File: config.mk
export PLATFORM = sky130hd
export DESIGN_NAME = rtc_seconds_core
export DESIGN_NICKNAME = d
export VERILOG_FILES = /design/src/rtl/rtc_pkg.sv /design/src/rtl/rtc_prescaler.sv /design/src/rtl/rtc_timekeeper.sv /design/src/rtl/rtc_seconds_core.sv
export SDC_FILE = /design/constraint.sdc
export NUM_CORES = 1
export LEC_CHECK = 0
export ABC_AREA = 1
export CORE_MARGIN = 2
export CORE_UTILIZATION = 40
export DETAILED_ROUTE_END_ITERATION = 7
export GPL_ROUTABILITY_DRIVEN = 0
export SLEW_MARGIN = 20
export SYNTH_ARGS = -nofsm -noshare
export SYNTH_HDL_FRONTEND = slang
export SYNTH_SLANG_ARGS = --single-unit
File: constraint.sdc
create_clock -name clk -period 10.5 [get_ports clk]
set_input_delay 2.625 -clock clk [delete_from_list [all_inputs] [get_ports clk]]
set_output_delay 2.625 -clock clk [all_outputs]
set_load 0.01 [all_outputs]
File: src/rtl/rtc_pkg.sv
package rtc_pkg;
  localparam int ADDR_W  = 8;
  localparam int DATA_W  = 32;
  localparam int PER_W   = 16;
  localparam int FRAC_W  = 4;
  localparam int CAL_W   = PER_W + FRAC_W + 1;
  localparam logic [CAL_W-1:0] CAL_RST = 21'h198233;

  localparam logic [ADDR_W-1:0] OFS_SET_WR = 8'h00;
  localparam logic [ADDR_W-1:0] OFS_SET_RD = 8'h04;
  localparam logic [ADDR_W-1:0] OFS_CAL    = 8'h08;
  localparam logic [ADDR_W-1:0] OFS_NOW    = 8'h10;
  localparam logic [ADDR_W-1:0] OFS_STAT   = 8'h20;
  localparam logic [ADDR_W-1:0] OFS_CTRL   = 8'h40;
endpackage

File: src/rtl/rtc_prescaler.sv
module rtc_prescaler
  import rtc_pkg::*;
(
  input  logic             clk,
  input  logic             rst_n,
  input  logic             tick_en,
  input  logic             cal_we,
  input  logic [CAL_W-1:0] cal_i,
  output logic             sec_tick
);
  localparam int CNT_W = PER_W + 1;

  logic [CNT_W-1:0]  cnt_q, cnt_d, period, cnt_inc;
  logic [FRAC_W-1:0] idx_q, idx_d;
  logic              extra, hit;

  always_comb begin
    extra   = cal_i[CAL_W-1] && (idx_q < cal_i[PER_W +: FRAC_W]);
    period  = {1'b0, cal_i[PER_W-1:0]} + {{(CNT_W-1){1'b0}}, extra};
    cnt_inc = cnt_q + 1'b1;
    hit     = (cnt_inc >= period);
    sec_tick = tick_en && hit && !cal_we;

    cnt_d = cnt_q;
    idx_d = idx_q;
    if (cal_we) begin
      cnt_d = '0;
      idx_d = '0;
    end else if (tick_en) begin
      cnt_d = hit ? '0 : cnt_inc;
      if (hit) idx_d = idx_q + 1'b1;
    end
  end

  always_ff @(posedge clk or negedge rst_n) begin
    if (!rst_n) begin
      cnt_q <= '0;
      idx_q <= '0;
    end else begin
      cnt_q <= cnt_d;
      idx_q <= idx_d;
    end
  end

  p_cnt_below_period_r5: assert property (@(posedge clk) disable iff (!rst_n)
    (period != '0) |-> (cnt_q < period));
  p_restart_r7: assert property (@(posedge clk) disable iff (!rst_n)
    cal_we |=> (cnt_q == '0));
  p_idle_hold_r5: assert property (@(posedge clk) disable iff (!rst_n)
    (!tick_en && !cal_we) |=> $stable(cnt_q));
endmodule

File: src/rtl/rtc_timekeeper.sv
module rtc_timekeeper
  import rtc_pkg::*;
(
  input  logic              clk,
  input  logic              rst_n,
  input  logic              set_we,
  input  logic [DATA_W-1:0] set_data,
  input  logic              sec_tick,
  output logic [DATA_W-1:0] now_o,
  output logic [DATA_W-1:0] set_o
);
  logic [DATA_W-1:0] now_q, now_d, set_q, set_d;
  logic              pend_q, pend_d;

  always_comb begin
    set_d  = set_we ? set_data : set_q;
    now_d  = now_q;
    pend_d = pend_q;
    if (sec_tick) begin
      now_d  = pend_q ? set_q : now_q + 1'b1;
      pend_d = 1'b0;
    end
    if (set_we) pend_d = 1'b1;
  end

  always_ff @(posedge clk or negedge rst_n) begin
    if (!rst_n) begin
      now_q  <= '0;
      set_q  <= '0;
      pend_q <= 1'b0;
    end else begin
      now_q  <= now_d;
      set_q  <= set_d;
      pend_q <= pend_d;
    end
  end

  assign now_o = now_q;
  assign set_o = set_q;

  p_hold_between_r3: assert property (@(posedge clk) disable iff (!rst_n)
    !sec_tick |=> $stable(now_q));
  p_load_r3: assert property (@(posedge clk) disable iff (!rst_n)
    (sec_tick && pend_q) |=> (now_q == $past(set_q)));
  p_inc_r4: assert property (@(posedge clk) disable iff (!rst_n)
    (sec_tick && !pend_q) |=> (now_q == $past(now_q) + 1'b1));
endmodule

File: src/rtl/rtc_seconds_core.sv
module rtc_seconds_core
  import rtc_pkg::*;
(
  input  logic              clk,
  input  logic              rst_n,
  input  logic              tick_en,
  input  logic [ADDR_W-1:0] bus_addr,
  input  logic              bus_we,
  input  logic [DATA_W-1:0] bus_wdata,
  output logic [DATA_W-1:0] bus_rdata
);
  logic              we_set, we_cal, we_stat, we_ctrl;
  logic [CAL_W-1:0]  cal_q, cal_d;
  logic              stat_q, stat_d, bat_q, bat_d;
  logic              sec_tick;
  logic [DATA_W-1:0] now_w, set_w, rd_d, rd_q;

  always_comb begin
    we_set  = bus_we && (bus_addr == OFS_SET_WR);
    we_cal  = bus_we && (bus_addr == OFS_CAL);
    we_stat = bus_we && (bus_addr == OFS_STAT);
    we_ctrl = bus_we && (bus_addr == OFS_CTRL);
  end

  rtc_prescaler u_pre (
    .clk      (clk),
    .rst_n    (rst_n),
    .tick_en  (tick_en),
    .cal_we   (we_cal),
    .cal_i    (cal_q),
    .sec_tick (sec_tick)
  );

  rtc_timekeeper u_tk (
    .clk      (clk),
    .rst_n    (rst_n),
    .set_we   (we_set),
    .set_data (bus_wdata),
    .sec_tick (sec_tick),
    .now_o    (now_w),
    .set_o    (set_w)
  );

  always_comb begin
    cal_d  = we_cal ? bus_wdata[CAL_W-1:0] : cal_q;
    bat_d  = we_ctrl ? bus_wdata[DATA_W-1] : bat_q;
    stat_d = stat_q;
    if (we_stat && bus_wdata[0]) stat_d = 1'b0;
    if (sec_tick)                stat_d = 1'b1;

    case (bus_addr)
      OFS_SET_RD: rd_d = set_w;
      OFS_CAL:    rd_d = {{(DATA_W-CAL_W){1'b0}}, cal_q};
      OFS_NOW:    rd_d = now_w;
      OFS_STAT:   rd_d = {{(DATA_W-1){1'b0}}, stat_q};
      OFS_CTRL:   rd_d = {bat_q, {(DATA_W-1){1'b0}}};
      default:    rd_d = '0;
    endcase
  end

  always_ff @(posedge clk or negedge rst_n) begin
    if (!rst_n) begin
      cal_q  <= CAL_RST;
      stat_q <= 1'b0;
      bat_q  <= 1'b0;
      rd_q   <= '0;
    end else begin
      cal_q  <= cal_d;
      stat_q <= stat_d;
      bat_q  <= bat_d;
      rd_q   <= rd_d;
    end
  end

  assign bus_rdata = rd_q;

  p_status_set_r9: assert property (@(posedge clk) disable iff (!rst_n)
    sec_tick |=> stat_q);
  p_status_sticky_r9: assert property (@(posedge clk) disable iff (!rst_n)
    (stat_q && !we_stat) |=> stat_q);
  p_cal_stable_r6: assert property (@(posedge clk) disable iff (!rst_n)
    !we_cal |=> $stable(cal_q));
  p_ctrl_stable_r10: assert property (@(posedge clk) disable iff (!rst_n)
    !we_ctrl |=> $stable(bat_q));
endmodule

---- Word level (Yosys, flattened, before mapping) ----
Index checks and enable logic that the tools add are counted.
operators by class
  add/subtract/negate cells ............... 4
  $lt $le $gt $ge ......................... 2
  equality and inequality tests ........... 5
  mux-type cells .......................... 12
  reduce and logical (&&, ||, !) cells .... 15
operator list
  cell                                                 count
  one-hot mux 32 bit (5 select lines)                  1
  two-way mux 17 bit                                   3
  adder 32 x 1 -> 32 bit, second input constant        1
  two-way mux 32 bit                                   1
  adder 16 x 1 -> 17 bit                               1
  adder 17 x 1 -> 17 bit, second input constant        1
  greater-or-equal comparator 17 bit                   1
  two-way mux 4 bit                                    3
  equality test 8 x 3 -> 1 bit, second input constant  1
  equality test 8 x 4 -> 1 bit, second input constant  1
  equality test 8 x 5 -> 1 bit, second input constant  1
  equality test 8 x 6 -> 1 bit, second input constant  1
  equality test 8 x 7 -> 1 bit, second input constant  1
  logical AND 1 bit                                    8
  zero test 8 bit                                      1
  nonzero test 2 bit                                   4
  adder 4 x 1 -> 4 bit, second input constant          1
  < comparator 4 bit                                   1
  two-way mux 1 bit                                    4
  AND reduction 2 bit                                  1
  zero test 1 bit                                      1
word-level totals
  register bits ........................... 141
  bits of input ports ..................... 44
  output and inout port bits .............. 32
  logic and storage cells ................. 47

---- Longest topological paths before layout ----
  depth after elaboration ................. 8
  mapped depth ............................ 29
  gate-level depth less buffers ........... 28

---- Hierarchy ----
From an unflattened synthesis, not the netlist that was laid out.
second synthesis, totals
  cells, all modules ...................... 1139
  area, all modules ....................... 8351.8 sq um
modules (own cells, without submodules)
  module            times used  cells each  area an instance (sq um)  sequential area each (sq um)
  rtc_timekeeper    1           535         3689.8                    1626.6
  rtc_seconds_core  1           298         2499.9                    1387.6
  rtc_prescaler     1           306         2162.1                    525.5

---- Worst setup path before layout ----
No wires, ideal clock.
  path kind ............................... input to register
  start ................................... input port bus_addr[1]
  end ..................................... register u_pre.idx_q[2]
  library setup time ...................... 0.117 ns
  data arrival time ....................... 3.641 ns
  required time ........................... 10.383 ns
  setup slack ............................. 6.742 ns
  cell stages on the path ................. 10
  path buffers ............................ 2
  cells stage by stage .................... nor2_2 -> nand3_1 -> nor2_4 -> inv_4 -> nor2_4 -> buf_4 -> inv_2 -> buf_6 -> nand4_1 -> nand2_1
on the way
  cells in the longest elaborated chain, start to end .. 4
  elaborated cells on any way between the ends .. 6
  classes of those cells .................. 1 x eq/ne; 1 x mux; 4 x reduce/logical
ends and longest elaborated chain
  element                           line                    text
  start, declared                   rtc_seconds_core.sv:7   input logic [ADDR_W-1:0] bus_addr,
  equality test 8 x 4 -> 1 bit (*)  rtc_seconds_core.sv:20  we_cal = bus_we && (bus_addr == OFS_CAL);
  logical AND 1 bit (*)             rtc_seconds_core.sv:20
  nonzero test 2 bit (no line)      n/a
  AND reduction 2 bit (no line)     n/a
  end signal, assigned              rtc_prescaler.sv:41     idx_q <= idx_d;
  end, declared                     rtc_prescaler.sv:14     logic [FRAC_W-1:0] idx_q, idx_d;
Every way passes the cells marked *; elsewhere a longest branch is shown, timed or not.
A chain may end at the register's enable or synchronous reset.

---- Final worst setup path ----
  start ................................... input port bus_addr[2]
  end ..................................... register u_tk.now_q[12] (netlist: u_tk.now_o[12])
on the way
  cells in the longest elaborated chain, start to end .. 4
ends and longest elaborated chain
  element                       line                    text
  equality test 8 x 4 -> 1 bit  rtc_seconds_core.sv:20
  logical AND 1 bit             rtc_seconds_core.sv:20
  zero test 1 bit               rtc_prescaler.sv:22     sec_tick = tick_en && hit && !cal_we;
  logical AND 1 bit             rtc_prescaler.sv:22
  end signal, assigned          rtc_timekeeper.sv:32    now_q <= now_d;
  end, declared                 rtc_timekeeper.sv:12    logic [DATA_W-1:0] now_q, now_d, set_q, set_d;
No other way between the ends.

==> flow_summary.json <==
{
  "ios": 76,
  "cts_setup_buffers": 0,
  "finalCritPeriodShare": 0.489,
  "cts_max_level": 4,
  "yosys_warnings": 0,
  "switching_share": 0.256,
  "critPathBufInv": 4,
  "crit_arrival_ns": 5.50,
  "num_vias": 6988,
  "hold_start": "u_tk.set_o[6]",
  "p_per_area_nw_per_um2": 144,
  "avgSynthCellArea_um2": 7.64,
  "drtPass1Iterations": 7,
  "p_leak_nw": 4.50,
  "initial_core_util": 0.404,
  "wl_per_cell_um": 15.2,
  "grt_max_degree": 81,
  "portBuffers": 75,
  "synthDistinctLibCells": 45,
  "endpoint_kind": "register",
  "tns_ns": 0,
  "p_comb_frac": 0.108,
  "outcome": "completed",
  "p_switching_mw": 0.356,
  "cp_slowest_cell": "nor2_2",
  "ant_nets": 0,
  "slew_headroom": 0.347,
  "clkSlewWorstSetupHoldPaths_ns": 0.06,
  "die_w_um": 146,
  "ctsHoldBuffers": 0,
  "cts-root-buf": "clkbuf_16",
  "power_frac_clock": 0.468,
  "cts_resized": 0,
  "yosysSeqAreaShare": 0.437,
  "placed_cells": 1376,
  "reg2reg_from": "cal_q[19]",
  "irDropWorstVdd_mv": 0.116,
  "cts_max_path_buffers": 2,
  "fillers": 2012,
  "hold_violations": 0,
  "drtIter0Drc": 576,
  "placement_rows": 52,
  "areaGrowthSynthToFinish_pct": 19.1,
  "grt_pass1_vias": 6857,
  "crit_required_ns": 10.86,
  "ys_seq_elements": 141,
  "viasPerCell": 4.96,
  "slew_violations": 0,
  "critical_path.top_delay_family": "simple AND/OR/NAND/NOR gates",
  "layout.cells.non_filler": 1408,
  "die_h_um": 146,
  "seqPwrFrac": 0.424,
  "clock_skew_ns": 0.0102,
  "syn_inst": 1061,
  "fmax_mhz": 195,
  "grt_pass1_wl_mm": 35.5,
  "die_area_um2": 21400,
  "antenna_found_initial": 0,
  "routed_wl_mm": 21.4,
  "drcViolationCount": 0,
  "syn_nets": 1130,
  "cts_made_buffers": 17,
  "worst_pin_slew_ns": 0.978,
  "grt_overflow_total": 0,
  "clock_latency_ns": 0.43,
  "slowest_delay_ns": 0.76,
  "hold_ws_ns": 0.499,
  "rsz0062_at_grt": "false",
  "cp_max_fo": 50,
  "setup_viol": 0,
  "crit_start": "bus_addr[2]",
  "drive_above_1_share": 0.0747,
  "nets": 1194,
  "tritoncts": "built",
  "place_hpwl_mm": 15.3,
  "cts_num_sinks": 141,
  "critPathLaunchType": "primary input",
  "syn_area_um2": 8100,
  "p_int_mw": 1.04,
  "antenna_cells": 0,
  "maxCapViolCount": 0,
  "path_class": "in -> reg",
  "rrSetupSlack_ns": 5.49,
  "hold_path_class": "reg -> reg",
  "core_um2": 20000,
  "globalRouteTotalUtil": 0.210,
  "cp_cell_sequence": "clkdlybuf4s50_1, inv_1, nand3_1, nor2_4, inv_4, nor2_4, nor2_2, nand2_4, inv_2, nand2_1, nand2_1",
  "timing.final.crit_period_ns": 5.13
}
[power groups by stage]
stage	clock network (mW)	logic [mW]	registers, mW
floorplan	0	0.0984	0.592
CTS	0.662	0.152	0.590
global placement	0	0.147	0.599
detailed placement	0	0.152	0.599
finish	0.652	0.151	0.590
global route	0.683	0.179	0.593
[metrics by stage]
stage / area (um2) / util / total power [mW] / setup WS (ns)
floorplan: 8100 / - / 0.690 / 6.74
global placement: 9020 / 0.450 / 0.746 / 5.03
detailed placement: 9020 / 0.450 / 0.751 / 4.96
CTS: 9640 / 0.481 / 1.40 / 5.40
global route: 9650 / 0.481 / 1.46 / 4.97
finish: 9650 / 0.481 / 1.39 / 5.37
[placed cells by master, fill, tap and decap left out, types with 3 or more instances in the layout]
cell and count:
inv_1 104, nor2_2 9, o22ai_1 3, nor3_1 3
clkinv_2 4, o221ai_1 9, bufinv_16 4, clkbuf_16 17
o21ai_0 59, nor2_1 78, dfrtp_1 132, o21ai_1 17
a21oi_1 9, nor2_4 3, nand3_1 54, buf_4 3
dfstp_2 9, xor2_1 16, xnor2_1 19, mux2i_1 3
clkdlybuf4s50_1 74, o211ai_1 12, nand3_2 4, mux2_2 17
ha_1 25, nand2_1 393, nand4_1 27, a21boi_0 3
[cell families (layout without fill, tap and decap cells)]
logic type | Yosys count | in the layout | synth area share
XOR/XNOR | 35 | 35 | 0.0378
flip-flops | 141 | 141 | 0.437
AND/OR/NAND/NOR | 579 | 579 | 0.299
adder cells (fa/ha/maj) | 25 | 25 | 0.0386
buffers and inverters | 142 | 219 | 0.0758
AO/OA/AOI/OAI | 119 | 119 | 0.0849
multiplexers | 20 | 20 | 0.0273
[registers in the layout, indices dropped and copies added, names as in the netlist]
name / cells
u_tk.pend_q: 1
cal_q: 21
u_tk.now_o: 32
u_pre.idx_q: 4
u_tk.set_o: 32
stat_q: 1
u_pre.cnt_q: 17
bus_rdata: 32
bat_q: 1
[area by class of cell]
cell class	count	area (um2)	area share
multi-input cells	778	3950	0.410
inverters	108	408	0.0423
well taps	270	338	0.0350
clock buffers	21	460	0.0477
flip-flops and latches	141	3540	0.367
clock inverters	11	164	0.0170
repair buffers	79	786	0.0814
[per-layer routing]
layer,part of all wire,vias up,GRT usage
li1,-,3536,-
met1,0.49,3268,0.300
met2,0.45,153,0.327
met3,0.040,31,0.0394
met4,0.017,0,0.0617
met5,0,-,0
[Yosys cell counts, drive strengths merged]
cell type | count | area [um2]
dfstp | 9 | 236
dfrtp | 132 | 3300
or2 | 1 | 6.26
nor3 | 4 | 25.0
nand4 | 27 | 169
and3 | 1 | 6.26
buf | 24 | 169
nand2 | 395 | 1490
nand3 | 59 | 323
nor2 | 90 | 383
and2 | 1 | 6.26
o221ai | 9 | 78.8
xnor2 | 19 | 166
o2111ai | 1 | 8.76
o211ai | 12 | 90.1
a22oi | 1 | 7.51
xor2 | 16 | 140
clkinv | 1 | 3.75
o21bai | 1 | 7.51
a21oi | 9 | 45.0
mux2i | 3 | 30.0
clkbuf | 10 | 37.5
a31oi | 1 | 6.26
inv | 107 | 404
o22ai | 3 | 18.8
a21o | 2 | 15.0
mux2 | 17 | 191
nand3b | 1 | 7.51
a21boi | 4 | 30.0
o21ai | 76 | 380
ha | 25 | 313
[tightest hold or removal path: stages (launching register included)]
cell	delay, ns
dfrtp_1	0.35
nand2_1	0.05
o21ai_0	0.06
[final timing paths]
| kind | endpoint | cells after the start |
|---|---|---|
| max | u_tk.now_o[12] | 11 |
| min reg2reg | u_tk.set_o[6] | 2 |
| max reg2reg | u_tk.now_o[12] | 25 |
| max in group asynchronous | u_tk.now_o[29] | 2 |
| min in group asynchronous | u_pre.cnt_q[7] | 1 |
| min | u_tk.set_o[6] | 2 |
Note: power is estimated with default switching activity, not from simulation.
